$ cat src/rtl/sleep_ctl_pkg.sv
package sleep_ctl_pkg;
  typedef enum logic [2:0] {
    ST_AWAKE    = 3'd0,
    ST_ENTERING = 3'd1,
    ST_ASLEEP   = 3'd2,
    ST_EXITING  = 3'd3,
    ST_RECOVER  = 3'd4
  } slp_state_e;
endpackage

$ cat src/rtl/sleep_sync.sv
module sleep_sync #(
  parameter int STAGES = 2
) (
  input  logic clk_i,
  input  logic rst_ni,
  input  logic async_i,
  output logic sync_o
);
  logic [STAGES-1:0] chain_q;

  always_ff @(posedge clk_i or negedge rst_ni) begin
    if (!rst_ni) chain_q <= '0;
    else         chain_q <= {chain_q[STAGES-2:0], async_i};
  end

  assign sync_o = chain_q[STAGES-1];
endmodule

$ cat src/rtl/sleep_fsm.sv
module sleep_fsm
  import sleep_ctl_pkg::*;
#(
  parameter int ENTER_CYC = 2,
  parameter int EXIT_CYC  = 2,
  parameter int RECOV_CYC = 2
) (
  input  logic       clk_i,
  input  logic       rst_ni,
  input  logic       req_i,
  input  logic       cs_any_i,
  output slp_state_e state_o
);
  localparam int MAX_CYC = (ENTER_CYC > EXIT_CYC) ?
                           ((ENTER_CYC > RECOV_CYC) ? ENTER_CYC : RECOV_CYC) :
                           ((EXIT_CYC > RECOV_CYC) ? EXIT_CYC : RECOV_CYC);
  localparam int CNT_W = (MAX_CYC > 1) ? $clog2(MAX_CYC) : 1;
  localparam logic [CNT_W-1:0] ENTER_LD = CNT_W'(ENTER_CYC - 1);
  localparam logic [CNT_W-1:0] EXIT_LD  = CNT_W'(EXIT_CYC - 1);
  localparam logic [CNT_W-1:0] RECOV_LD = CNT_W'(RECOV_CYC - 1);

  slp_state_e       state_q, state_d;
  logic [CNT_W-1:0] cnt_q, cnt_d;
  logic             cnt_zero;

  assign cnt_zero = (cnt_q == '0);

  always_comb begin
    state_d = state_q;
    cnt_d   = cnt_q;
    unique case (state_q)
      ST_AWAKE: if (req_i && !cs_any_i) begin
        state_d = ST_ENTERING;
        cnt_d   = ENTER_LD;
      end
      ST_ENTERING: begin
        if (cnt_zero) state_d = ST_ASLEEP;
        else          cnt_d   = cnt_q - 1'b1;
      end
      ST_ASLEEP: if (!req_i) begin
        state_d = ST_EXITING;
        cnt_d   = EXIT_LD;
      end
      ST_EXITING: begin
        if (cnt_zero) begin
          state_d = ST_RECOVER;
          cnt_d   = RECOV_LD;
        end else begin
          cnt_d = cnt_q - 1'b1;
        end
      end
      ST_RECOVER: begin
        if (cnt_zero) state_d = ST_AWAKE;
        else          cnt_d   = cnt_q - 1'b1;
      end
      default: state_d = ST_AWAKE;
    endcase
  end

  always_ff @(posedge clk_i or negedge rst_ni) begin
    if (!rst_ni) begin
      state_q <= ST_AWAKE;
      cnt_q   <= '0;
    end else begin
      state_q <= state_d;
      cnt_q   <= cnt_d;
    end
  end

  assign state_o = state_q;
endmodule

$ cat src/rtl/recov_mon.sv
module recov_mon
  import sleep_ctl_pkg::*;
(
  input  logic       clk_i,
  input  logic       rst_ni,
  input  slp_state_e state_i,
  input  logic       cs_any_i,
  output logic       viol_o
);
  logic viol_q;

  always_ff @(posedge clk_i or negedge rst_ni) begin
    if (!rst_ni)                                 viol_q <= 1'b0;
    else if (state_i == ST_RECOVER && cs_any_i)  viol_q <= 1'b1;
  end

  assign viol_o = viol_q;
endmodule

$ cat src/rtl/sleep_ctl.sv
module sleep_ctl
  import sleep_ctl_pkg::*;
#(
  parameter int CS_W        = 3,
  parameter int SYNC_STAGES = 2,
  parameter int ENTER_CYC   = 2,
  parameter int EXIT_CYC    = 2,
  parameter int RECOV_CYC   = 2
) (
  input  logic            clk_i,
  input  logic            rst_ni,
  input  logic            sleep_req_i,
  input  logic [CS_W-1:0] cs_active_i,
  output logic            sleep_o,
  output logic            inhibit_o,
  output logic            recov_viol_o
);
  logic       req_s;
  logic       cs_any;
  slp_state_e state_w;

  assign cs_any = |cs_active_i;

  sleep_sync #(.STAGES(SYNC_STAGES)) u_sync (
    .clk_i  (clk_i),
    .rst_ni (rst_ni),
    .async_i(sleep_req_i),
    .sync_o (req_s)
  );

  sleep_fsm #(
    .ENTER_CYC(ENTER_CYC),
    .EXIT_CYC (EXIT_CYC),
    .RECOV_CYC(RECOV_CYC)
  ) u_fsm (
    .clk_i   (clk_i),
    .rst_ni  (rst_ni),
    .req_i   (req_s),
    .cs_any_i(cs_any),
    .state_o (state_w)
  );

  recov_mon u_mon (
    .clk_i   (clk_i),
    .rst_ni  (rst_ni),
    .state_i (state_w),
    .cs_any_i(cs_any),
    .viol_o  (recov_viol_o)
  );

  assign sleep_o   = (state_w == ST_ASLEEP);
  assign inhibit_o = (state_w != ST_AWAKE);
endmodule

$ cat config.mk
export PLATFORM = sky130hd
export DESIGN_NAME = sleep_ctl
export DESIGN_NICKNAME = d
export VERILOG_FILES = /design/src/rtl/sleep_ctl_pkg.sv /design/src/rtl/sleep_sync.sv /design/src/rtl/sleep_fsm.sv /design/src/rtl/recov_mon.sv /design/src/rtl/sleep_ctl.sv
export SDC_FILE = /design/constraint.sdc
export NUM_CORES = 1
export LEC_CHECK = 0
export CORE_AREA = 2 2 39 41
export DETAILED_ROUTE_END_ITERATION = 8
export DIE_AREA = 0 0 41 43
export PLACE_DENSITY = 0.56
export SYNTH_ARGS = -nofsm -noshare
export SYNTH_HDL_FRONTEND = slang
export SYNTH_HIERARCHICAL = 1
export SYNTH_SLANG_ARGS = --single-unit
$ cat constraint.sdc
create_clock -name clk_i -period 1.3 [get_ports clk_i]
set_input_delay 0.13 -clock clk_i [delete_from_list [all_inputs] [get_ports clk_i]]
set_output_delay 0.13 -clock clk_i [all_outputs]
set_load 0.01 [all_outputs]
After elaboration in Yosys (flattened, before gate mapping)
Cells that the tools add are included.
- eq/ne operators: 9
- muxes and demuxes: 11
- add/sub/neg operators: 1
- reduce and logical (&&, ||, !) cells: 10
- operator list (cell ; number):
    3-bit 2-to-1 mux ; 5
    3-bit one-hot mux with 5 select lines ; 1
    2-bit inequality test (second input constant) ; 4
    3-bit by 2-bit == test with 1-bit output (second input constant) ; 2
    5-bit AND reduction ; 1
    1-bit 2-to-1 mux ; 4
    1-bit one-hot mux with 4 select lines ; 1
    4-bit nonzero test ; 1
    3-bit by 1-bit == test with 1-bit output (second input constant) ; 1
    3-bit == test (second input constant) ; 1
    3-bit logical NOT ; 1
    3-bit AND reduction ; 1
    3-bit nonzero test ; 1
    3-bit OR reduction ; 1
    1-bit logical AND ; 2
    2-bit by 1-bit inequality test with 1-bit output (second input constant) ; 1
    2-bit OR reduction ; 1
    1-bit logical NOT ; 1
    1-bit subtractor (second input constant) ; 1
- input port bits: 6
- bits in registers: 7
- output and inout bits: 3
- logic and storage cells: 35

Longest topological paths before layout
Gate-level depths: netlist of the first run.
- word-level depth: 5
- depth in mapped cells: 4
- mapped depth without buffers: 4

Modules after synthesis
The synthesis of the first run kept the hierarchy.
- by module, submodules not included (module ; seq. area each (um2) ; instances ; cells an instance ; area each (um2)):
    sleep_fsm ; 100.1 ; 1 ; 19 ; 201.4
    sleep_sync ; 50.0 ; 1 ; 2 ; 50.0
    recov_mon ; 25.0 ; 1 ; 3 ; 37.5
    sleep_ctl ; 0.0 ; 1 ; 3 ; 20.0

Least setup slack after synthesis of the first run
OpenSTA, ideal clock, no wires.
- path type: register to register
- from: register u_fsm.state_q[0] (netlist: u_fsm/state_o[0])
- to: register u_fsm.cnt_q
- required time: 1.196 ns
- arrival time: 1.024 ns
- library setup time: 0.104 ns
- path slack: 0.172 ns
- clock period less this slack: 1.128 ns
- cell stages (with the launch flop): 4
- path through: dfrtp_1 -> nor2b_1 -> or4b_1 -> o311ai_1
- longest elaborated chain between the ends: 4
- elaborated cells between the ends (all ways): 11
- those cells by class: eq/ne: 6; mux: 1; reduce/logical: 4
- ends and longest elaborated chain (what ; RTL line ; text):
    start, declared ; sleep_fsm.sv:22 ; slp_state_e state_q, state_d;
    start signal, assigned ; sleep_fsm.sv:65 ; state_q <= state_d;
    3-bit by 1-bit == test with 1-bit output or 3-bit == test (tied branches) ; sleep_fsm.sv:31 ; unique case (state_q)
    2-bit OR reduction (no line) ; - ;
    4-bit nonzero test (no line) ; - ;
    3-bit AND reduction (no line) ; - ;
    end signal, assigned ; sleep_fsm.sv:66 ; cnt_q <= cnt_d;
    end, declared ; sleep_fsm.sv:23 ; logic [CNT_W-1:0] cnt_q, cnt_d;
Parallel ways exist; a longest one is shown, timed or not.
A chain may end at the register's enable or synchronous reset.

Worst setup path after layout of the first run
- from: register u_mon.viol_q (netlist: u_mon/viol_o)
- to: output recov_viol_o
- RTL lines (what ; RTL line ; text):
    start, declared ; recov_mon.sv:10 ; logic viol_q;
    start signal, assigned ; recov_mon.sv:13 ; if (!rst_ni) viol_q <= 1'b0;
    start signal, assigned ; recov_mon.sv:14 ; else if (state_i == ST_RECOVER && cs_any_i) viol_q <= 1'b1;
    end, declared ; sleep_ctl.sv:16 ; output logic recov_viol_o
No word-level cell between the ends.

==> results of run 1 <==
==> flip-flops by register name, indices dropped and copies added (netlist names) <==
signal and cells:
u_fsm/state_o 3, u_sync/chain_q 2, u_fsm/cnt_q 1, u_mon/viol_o 1
==> metal layers <==
| layer | global-route usage | wire (µm) | vias up |
|---|---|---|---|
| li1 | - | - | 130 |
| met1 | 0.149 | 315 | 130 |
| met2 | 0.128 | 337 | 4 |
| met3 | 0.0314 | 23 | 0 |
| met4 | 0.0400 | 0 | 0 |
| met5 | 0 | 0 | - |
==> what timing repair did <==
action,in CTS,in global routing
setup endpoints to repair,3,2
pin swaps,0,5
gates resized for setup,6,7
==> power breakdown <==
part | leakage, nW | internal (mW) | total (mW) | switching, mW
sequential | 0.0842 | 0.295 | 0.360 | 0.0650
combinational | 0.124 | 0.287 | 0.523 | 0.236
clock | 0.0150 | 0.117 | 0.197 | 0.0800
total | 0.223 | 0.699 | 1.08 | 0.382
==> final timing paths <==
check	startpoint	to	slack, ns	depth (start not counted)
max	u_mon/viol_o	recov_viol_o	0.04	1
max in group asynchronous	rst_ni	u_sync/chain_q[0]	0.92	1
min in group clk_i	cs_active_i[0]	u_mon/viol_o	0.26	3
min reg2reg	u_sync/chain_q[0]	u_sync/chain_q[1]	0.35	0
min	rst_ni	u_fsm/cnt_q	0.14	1
max reg2reg	u_fsm/state_o[0]	u_fsm/cnt_q	0.06	4
==> layout make-up <==
cell class / count / area, µm²
fill: 136 / 900
sequential: 7 / 175
multi-input combinational: 20 / 155
timing repair buffer: 11 / 108
clock buffer: 4 / 26.3
tap: 16 / 20.0
==> cells by family (layout without fill, tap and decap cells) <==
logic type | after synthesis | count (layout)
AOI/OAI and AO/OA | 4 | 4
xor gates and xnor gates | 1 | 1
buffers and inverters | 0 | 15
DFF | 7 | 7
and+or+nand+nor | 15 | 15
==> cells in the final DEF (no fill, tap or decap), drive strengths merged <==
cell / instances
nor4bb: 1
buf: 4
nor2: 4
nor3: 2
dlygate4sd2: 1
dlymetal6s2s: 3
dfrtp: 7
o211ai: 1
or3: 2
o311ai: 1
clkdlybuf4s50: 3
nor2b: 3
nor3b: 2
clkbuf: 4
a31o: 2
xnor2: 1
or4b: 1
==> cell usage after synthesis <==
master	instances	share of area
a31o_1	1	0.028
a31o_2	1	0.028
dfrtp_1	7	0.57
nor2_1	4	0.049
nor2b_1	3	0.061
nor3_1	2	0.032
nor3b_1	2	0.049
nor4bb_1	1	0.032
o211ai_1	1	0.024
o311ai_1	1	0.028
or3_1	2	0.040
or4b_1	1	0.032
xnor2_1	1	0.028
==> out/metrics.cfg, run 1 <==
[run_status]
outcome=complete, no violations

[critical_path]
max_stage_delay_ns=0.54
crit_arrival_ns=1.13
path_class=reg -> out
startpoint_type=flip-flop
critical-path-top-delay-family=buffers and inverters
crit_path_max_fanout=2
cp_cell_sequence=clkdlybuf4s50_1
crit_required_ns=1.17
path_buf_inv=1
slowest_stage=clkdlybuf4s50_1
cp-end-kind=output port

[timing]
setup_viol=0
worst_pin_slew_ns=0.319
fin_setup_tns_ns=0
finalCritPeriodShare=0.970
fmax_ghz=0.793
fin_hold_ws_ns=0.142
drv_slew=0
relSlewSlack=0.787
rsz0062_at_grt=yes
hold_viol=0
finalCriticalPeriod_ns=1.26
fin_skew_ns=0.00162
worst_slack_ns=0.0394

[clock_network]
clock_sinks=7
cts_setup_buffers=0
cts_buffers=3
clock_latency_ns=0.24
cts_root_buffer=clkbuf_4
cts_tree=built
path_clk_slew_ns=0.05
clockBufferDepth=2
hold_buffers=0
cts_max_level=1

[detailed_routing]
drc=0
dr.pass1.iters=2
viasPerCell=4.55
routed_wl_um=676
final_antenna_net_count=0
vias=264
drt_iter0_drc=6
wl_per_cell_um=11.7

[global_routing]
grt_pass1_vias=256
grt_pass1_wl_um=1170
antenna_found_initial=0
grt_max_degree=9
globalRouteOverflowTotal=0
grt_use_total=0.0992

[yosys]
synth_nets=33
synth_top_family_by_area=simple AND/OR/NAND/NOR gates
synth_adder_area_share=0
muxShareOfSynthArea=0
synth_compound_area_frac=0.109
syn_inst=27
ys_seq_area_frac=0.567
synth_cell_types=13
synth_xor_area_frac=0.0283
synth_area_um2=309
ys_warn_count=6
synth-simple-area-share=0.296
ys_ff_latch=7
avgSynthCellArea_um2=11.4

[die]
die_y_um=43
ios=9
fp.dieW_um=41
core.rowCount=14
fp.coreArea_mm2=0.00138
dieArea_mm2=0.00176
initial_utilization=0.223

[final_layout]
layout.cells.non_filler=58
final_cell_area_um2=484
syn2layout_area_growth_pct=56.7
utilization=0.350
num_antenna_cells=0
drive_above_1_share=0.286
final_nets=49

[placed_design]
port_buffers=8
dpl_cell_area_um2=432
post-place-ws_ns=-0.305
dp.cells=54
place.gp.congestion=0.786
dp_hpwl_um=470

[power_and_ir_drop]
ir_drop_v=0.000762
finalPower_mw=1.08
p_leak_nw=0.223
power_density_mw_per_mm2=2230

[job]
cap_violations=0

[hold_path]
hp-class=in -> async

Power figures use the tool's default switching activity.
==> run 2, diff against run 1 <==
- GPL_ROUTABILITY_DRIVEN: default -> 0
- SKIP_LAST_GASP: default -> 1
==> results of run 2 <==
Final layout, timing and power as in run 1 (identical DEF).
Main changes from that run: number of gates resized after CTS 6 -> 3
